===== config.mk =====
export PLATFORM = sky130hd
export DESIGN_NAME = stk_engine
export DESIGN_NICKNAME = d
export VERILOG_FILES = /design/src/rtl/stk_pkg.sv /design/src/rtl/stk_ptr.sv /design/src/rtl/stk_ctrl.sv /design/src/rtl/stk_frame.sv /design/src/rtl/stk_engine.sv
export SDC_FILE = /design/constraint.sdc
export NUM_CORES = 1
export LEC_CHECK = 0
export BUFFER_PORTS_ARGS = -buffer_cell sky130_fd_sc_hd__buf_2
export CAP_MARGIN = 20
export CELL_PAD_IN_SITES_DETAIL_PLACEMENT = 0
export CELL_PAD_IN_SITES_GLOBAL_PLACEMENT = 1
export CORE_ASPECT_RATIO = 0.9
export CORE_MARGIN = 2
export CORE_UTILIZATION = 43
export DETAILED_ROUTE_END_ITERATION = 10
export GPL_ROUTABILITY_DRIVEN = 0
export GPL_TIMING_DRIVEN = 0
export PLACE_DENSITY_LB_ADDON = 0.1
export SLEW_MARGIN = 20
export SYNTH_ARGS = -nofsm -noshare
export SYNTH_HDL_FRONTEND = slang
export SYNTH_SLANG_ARGS = --single-unit

===== constraint.sdc =====
create_clock -name clk -period 7.8 [get_ports clk]
set_input_delay 1.56 -clock clk [delete_from_list [all_inputs] [get_ports clk]]
set_output_delay 1.56 -clock clk [all_outputs]
set_load 0.05 [all_outputs]

===== src/rtl/stk_pkg.sv =====
package stk_pkg;
  localparam int unsigned BYTE_W     = 8;
  localparam int unsigned FRAME_B    = 9;
  localparam int unsigned FRAME_W    = FRAME_B * BYTE_W;
  localparam int unsigned CNT_W      = $clog2(FRAME_B + 1);
  localparam int unsigned CCR_I_POS  = 4;
  localparam int unsigned CCR_X_POS  = 6;

  localparam logic [2:0] OP_PUSH = 3'd0;
  localparam logic [2:0] OP_PULL = 3'd1;
  localparam logic [2:0] OP_CALL = 3'd2;
  localparam logic [2:0] OP_RET  = 3'd3;
  localparam logic [2:0] OP_IENT = 3'd4;
  localparam logic [2:0] OP_IEXT = 3'd5;

  typedef enum logic [1:0] {ST_IDLE, ST_RUN, ST_FIN} seq_state_e;

  function automatic logic op_known(input logic [2:0] k);
    return k <= OP_IEXT;
  endfunction

  function automatic logic op_reads(input logic [2:0] k);
    return (k == OP_PULL) || (k == OP_RET) || (k == OP_IEXT);
  endfunction

  function automatic logic [CNT_W-1:0] op_len(input logic [2:0] k);
    case (k)
      OP_CALL, OP_RET:  return CNT_W'(2);
      OP_IENT, OP_IEXT: return CNT_W'(FRAME_B);
      default:          return CNT_W'(1);
    endcase
  endfunction
endpackage


===== src/rtl/stk_ptr.sv =====
module stk_ptr #(
  parameter int unsigned AW = 16,
  parameter logic [AW-1:0] SP_RESET = '1
) (
  input  logic          clk,
  input  logic          rst_n,
  input  logic          load_en,
  input  logic [AW-1:0] load_val,
  input  logic          step_en,
  input  logic          step_up,
  output logic [AW-1:0] sp_q,
  output logic [AW-1:0] sp_up
);
  assign sp_up = sp_q + AW'(1);

  always_ff @(posedge clk or negedge rst_n) begin
    if (!rst_n)       sp_q <= SP_RESET;
    else if (step_en) sp_q <= step_up ? sp_up : sp_q - AW'(1);
    else if (load_en) sp_q <= load_val;
  end
endmodule


===== src/rtl/stk_ctrl.sv =====
module stk_ctrl
  import stk_pkg::*;
(
  input  logic             clk,
  input  logic             rst_n,
  input  logic             req_valid,
  input  logic [2:0]       req_kind,
  input  logic             req_xint,
  output logic             req_ready,
  output logic             start,
  output logic             busy,
  output logic             acc_en,
  output logic             acc_rd,
  output logic             acc_last,
  output logic [CNT_W-1:0] slot,
  output logic [2:0]       kind_q,
  output logic             xint_q,
  output logic             done,
  output logic             vec_req
);
  seq_state_e       state_q;
  logic [CNT_W-1:0] step_q, len_q;

  assign req_ready = (state_q == ST_IDLE);
  assign start     = req_valid && req_ready && op_known(req_kind);
  assign busy      = (state_q != ST_IDLE);
  assign acc_en    = (state_q == ST_RUN);
  assign acc_rd    = op_reads(kind_q);
  assign acc_last  = acc_en && (step_q == len_q - CNT_W'(1));
  assign slot      = acc_rd ? (len_q - CNT_W'(1) - step_q) : step_q;
  assign done      = (state_q == ST_FIN);
  assign vec_req   = done && (kind_q == OP_IENT);

  always_ff @(posedge clk or negedge rst_n) begin
    if (!rst_n) begin
      state_q <= ST_IDLE;
      step_q  <= '0;
      len_q   <= '0;
      kind_q  <= OP_PUSH;
      xint_q  <= 1'b0;
    end else begin
      case (state_q)
        ST_IDLE: if (start) begin
          state_q <= ST_RUN;
          step_q  <= '0;
          len_q   <= op_len(req_kind);
          kind_q  <= req_kind;
          xint_q  <= req_xint;
        end
        ST_RUN: begin
          if (acc_last) state_q <= ST_FIN;
          else          step_q  <= step_q + CNT_W'(1);
        end
        default: state_q <= ST_IDLE;
      endcase
    end
  end
endmodule


===== src/rtl/stk_frame.sv =====
module stk_frame
  import stk_pkg::*;
(
  input  logic               clk,
  input  logic               rst_n,
  input  logic               cap,
  input  logic [2:0]         cap_kind,
  input  logic [7:0]         cap_byte,
  input  logic [15:0]        cap_ret,
  input  logic [15:0]        cap_pc,
  input  logic [15:0]        cap_iy,
  input  logic [15:0]        cap_ix,
  input  logic [7:0]         cap_a,
  input  logic [7:0]         cap_b,
  input  logic [7:0]         cap_ccr,
  input  logic [CNT_W-1:0]   slot,
  input  logic               rd_en,
  input  logic [7:0]         rd_data,
  input  logic               mask_en,
  input  logic               mask_x,
  output logic [7:0]         wr_byte,
  output logic [FRAME_W-1:0] res_q
);
  logic [FRAME_W-1:0] frame_q;
  logic [FRAME_W-1:0] masked;

  assign wr_byte = frame_q[{slot, 3'b000} +: BYTE_W];

  always_comb begin
    masked = frame_q;
    masked[FRAME_W - BYTE_W + CCR_I_POS] = 1'b1;
    if (mask_x) masked[FRAME_W - BYTE_W + CCR_X_POS] = 1'b1;
  end

  always_ff @(posedge clk or negedge rst_n) begin
    if (!rst_n) frame_q <= '0;
    else if (cap) begin
      case (cap_kind)
        OP_IENT: frame_q <= {cap_ccr, cap_b, cap_a, cap_ix, cap_iy, cap_pc};
        OP_CALL: frame_q <= {(FRAME_W-16)'(0), cap_ret};
        default: frame_q <= {(FRAME_W-8)'(0), cap_byte};
      endcase
    end
  end

  always_ff @(posedge clk or negedge rst_n) begin
    if (!rst_n) res_q <= '0;
    else if (mask_en) res_q <= masked;
    else if (rd_en) begin
      for (int k = 0; k < FRAME_B; k++)
        if (slot == CNT_W'(k)) res_q[k*BYTE_W +: BYTE_W] <= rd_data;
    end
  end
endmodule


===== src/rtl/stk_engine.sv =====
module stk_engine
  import stk_pkg::*;
#(
  parameter logic [15:0] SP_RESET = 16'h00FF
) (
  input  logic        clk,
  input  logic        rst_n,
  input  logic        req_valid,
  output logic        req_ready,
  input  logic [2:0]  req_kind,
  input  logic        req_xint,
  input  logic [7:0]  req_byte,
  input  logic [15:0] req_ret,
  input  logic [15:0] cpu_pc,
  input  logic [15:0] cpu_iy,
  input  logic [15:0] cpu_ix,
  input  logic [7:0]  cpu_a,
  input  logic [7:0]  cpu_b,
  input  logic [7:0]  cpu_ccr,
  input  logic        sp_load,
  input  logic [15:0] sp_load_val,
  output logic        mem_en,
  output logic        mem_we,
  output logic [15:0] mem_addr,
  output logic [7:0]  mem_wdata,
  input  logic [7:0]  mem_rdata,
  output logic [15:0] sp,
  output logic        busy,
  output logic        done,
  output logic        vec_req,
  output logic [7:0]  out_byte,
  output logic [15:0] out_pc,
  output logic [15:0] out_iy,
  output logic [15:0] out_ix,
  output logic [7:0]  out_a,
  output logic [7:0]  out_b,
  output logic [7:0]  out_ccr
);
  logic             start, acc_en, acc_rd, acc_last, xint_q;
  logic [CNT_W-1:0] slot;
  logic [2:0]       kind_q;
  logic [15:0]      sp_up;
  logic [FRAME_W-1:0] res;

  stk_ctrl u_ctrl (
    .clk, .rst_n, .req_valid, .req_kind, .req_xint, .req_ready,
    .start, .busy, .acc_en, .acc_rd, .acc_last, .slot,
    .kind_q, .xint_q, .done, .vec_req
  );

  stk_ptr #(.AW(16), .SP_RESET(SP_RESET)) u_ptr (
    .clk, .rst_n,
    .load_en (sp_load && !busy),
    .load_val(sp_load_val),
    .step_en (acc_en),
    .step_up (acc_rd),
    .sp_q    (sp),
    .sp_up   (sp_up)
  );

  stk_frame u_frame (
    .clk, .rst_n,
    .cap     (start),
    .cap_kind(req_kind),
    .cap_byte(req_byte),
    .cap_ret (req_ret),
    .cap_pc  (cpu_pc),
    .cap_iy  (cpu_iy),
    .cap_ix  (cpu_ix),
    .cap_a   (cpu_a),
    .cap_b   (cpu_b),
    .cap_ccr (cpu_ccr),
    .slot,
    .rd_en   (acc_en && acc_rd),
    .rd_data (mem_rdata),
    .mask_en (acc_last && (kind_q == OP_IENT)),
    .mask_x  (xint_q),
    .wr_byte (mem_wdata),
    .res_q   (res)
  );

  assign mem_en   = acc_en;
  assign mem_we   = acc_en && !acc_rd;
  assign mem_addr = acc_rd ? sp_up : sp;

  assign out_byte = res[7:0];
  assign out_pc   = res[15:0];
  assign out_iy   = res[31:16];
  assign out_ix   = res[47:32];
  assign out_a    = res[55:48];
  assign out_b    = res[63:56];
  assign out_ccr  = res[71:64];
endmodule


==> impl_metrics.ini <==
[clock_tree]
clock_sinks = 173
cts_setup_buffers = 0
root_buffer = clkbuf_16
cts.repair.resized = 0
path_clk_slew_ps = 70
cts_tree = built
cts_hold_buf = 0
cts_buffer_depth = 2
htreeDepth = 4
clk-insertion-delay-late_ps = 440
cts_buffers = 17

[hold_path]
hp-class = reg -> reg
min_from = u_ctrl.len_q[1]$_DFFE_PN0P_
whs_path_depth = 2
min_to = u_ctrl.len_q[1]$_DFFE_PN0P_

[outcome]
status = finished clean

[setup_path]
worstRegToRegCells = 11
crit_fanout = 10
cp-start-kind = flip-flop
crit_type = reg -> out
worstSetupEndpointType = primary output
path_cells = clkbuf_1, clkbuf_1, inv_1, ha_1, nor2b_1, o22ai_1, a21o_1, clkbuf_1, a21oi_1, a21oi_1, a32o_1, buf_2
reg2reg_slack_ps = 3860
critPathArrivalTime_ps = 4280
crit_slowest_cell = a21oi_1
cpMostUsedCell = clkbuf_1
required_ps = 6240
cp_slowest_stage_delay_ps = 500
reg2reg_from = u_ctrl.step_q[1]$_DFFE_PN0P_
r2r_end = u_frame.res_q[58]$_DFFE_PN0P_

[yosys]
synth_ff_type = dfrtp_1
synth_area_sq_um = 9740
yosysMostFrequentCell = nand2_1
ys_ff_latch = 173
ys_seq_area_share_pct = 44.5
synth_area_leaders = dfrtp_1 42%, mux2i_1 8.9%, nand2_1 7.7%
post_synth_num_cell_types = 59
netlist_instances = 1097
synth_commonest_cells = 200 x nand2_1, 165 x dfrtp_1, 127 x nor2_1
synthArstFlopShare_pct = 100
synth_nets = 1233
synth_top_area_cell = dfrtp_1
synth_top_area_share_pct = 42.4
syn_avg_cell_area_sq_um = 8.88
synth_edf_count = 0
synth_warnings = 0

[global_route]
track_usage_pct = 29.1
antenna_found_initial = 0
grt_pass1_wl_microns = 52200
grt_max_degree = 97
overflow = 0
grt_pass1_vias = 8860

[timing]
slew_viol_final = 0
setup_tns_ps = 0
finalHoldViolCount = 0
holdWs_ps = 501
setup_viol_count_final = 0
min_period_ps = 5840
rsz0062_at_grt = no
tightest_slew_ps = 1000
max_freq_mhz = 171
clock_skew_ps = 9.32
relSlewSlack_pct = 32.3
period_share_pct = 74.8

[die]
die-area_sq_um = 23900
initial_core_util_pct = 43.5
core-area_sq_um = 22400
die_h_microns = 147
rows = 52
fp.dieW_microns = 163
num_io_pins = 254

[finish]
final_area_sq_um = 11900
fin_nets = 1498
syn_to_final_growth_pct = 22.6
utilization_pct = 53.3
diodes = 0
layout-drive-gt1-share_pct = 23.6

[power_and_ir_drop]
power_leakage_nw = 5.83
irDropWorstVdd_mv = 0.271
pwr_density_cell_nw_per_um2 = 536

[detailed_routing]
drc = 0
wl_per_cell_microns = 20.6
postRouteWirelength_microns = 34500
ant_nets = 0
vias = 9319
drtIter0Drc = 867
viasPerCell = 5.57
drtPass1Iterations = 5

[placed_design]
hpwlAfterDp_microns = 26800
place_area_sq_um = 11400
port_buffers = 245

[flow_run]
cap_violations = 0
kinds of logic (layout without fill, tap and decap cells):
kind of cell / Yosys count / count (layout) / synth area share [%]
simple gates: 472 / 472 / 21.2
compound gates: 208 / 208 / 13.7
flops: 173 / 173 / 44.5
buf+inv: 113 / 391 / 4.87
mux: 103 / 103 / 12.6
xor+xnor: 20 / 20 / 1.94
fa+ha+maj: 8 / 8 / 1.10
worst max-delay path, delay by kind of cell (launching register included):
family	cells	cell delay, ps
compound gates	5	1390
fa+ha+maj	1	360
buf+inv	5	1540
flops	1	390
simple gates	1	150
flip-flops by register name (all words and copies together) (netlist names):
signal	flops
u_ctrl.step_q	4
u_ctrl.kind_q	3
u_ctrl.xint_q	1
u_ptr.sp_q	16
u_frame.frame_q	72
u_ctrl.len_q	3
u_frame.res_q	72
u_ctrl.state_q	2
how the worst max path moves through the flow:
stage	startpoint	end	slack, ps	cells past startpoint
detailed placement	u_ctrl.step_q[1]$_DFFE_PN0P_	mem_wdata[7]	2490	12
global route	u_ctrl.step_q[1]$_DFFE_PN0P_	mem_wdata[7]	1680	12
finish	u_ctrl.step_q[1]$_DFFE_PN0P_	mem_wdata[7]	1960	12
global placement	rst_n	u_frame.frame_q[48]$_DFFE_PN0P_	2300	1
floorplan	u_ctrl.step_q[1]$_DFFE_PN0P_	mem_wdata[7]	3190	11
CTS	u_ctrl.step_q[1]$_DFFE_PN0P_	mem_wdata[7]	2010	12
final cells by class:
| cell class | instances | area [sq um] |
|---|---|---|
| buffer | 100 | 425 |
| clock buffer | 19 | 433 |
| clock inverter | 13 | 125 |
| fill | 2247 | 10400 |
| inverter | 13 | 48.8 |
| multi-input combinational | 811 | 4930 |
| sequential | 173 | 4340 |
| tap | 297 | 372 |
| timing repair buffer | 246 | 1260 |
through the flow:
| stage | total power, W | instances | setup slack [ps] |
|---|---|---|---|
| after floorplan | 0.00446 | 1097 | 3190 |
| after global placement | 0.00550 | 1639 | 2300 |
| after detailed placement | 0.00554 | 1640 | 2490 |
| after CTS | 0.00637 | 1672 | 2010 |
| after global routing | 0.00674 | 1672 | 1680 |
| final | 0.00640 | 1672 | 1960 |
per-layer routing:
metal,vias up,GRT usage (%),part of all wire [%]
met5,-,0,0
met4,0,8.41,2.2
met3,52,6.61,10
met2,507,39.7,41
met1,4345,45.6,47
li1,4415,-,-
power breakdown:
part,switching [W],internal [W],total [W]
clock,0.000408,0.000425,0.000833
sequential,0.000407,0.00125,0.00166
combinational,0.00275,0.00116,0.00391
total,0.00357,0.00283,0.00640
cell usage in the layout, fill, tap and decap left out, types with 9 or more instances in the layout:
cell         n
dfrtp_1    165
and3_1       9
xnor2_1     14
a21oi_1     75
buf_1       10
buf_2      248
mux4_2      16
clkbuf_16   17
a31oi_1     52
mux2i_1     87
inv_1       11
nand3_1     85
nand2_1    200
nand4_1      9
a221oi_1     9
nor2_1     127
o22ai_1     12
clkbuf_1    78
Note: power is estimated with default switching activity, not from simulation.
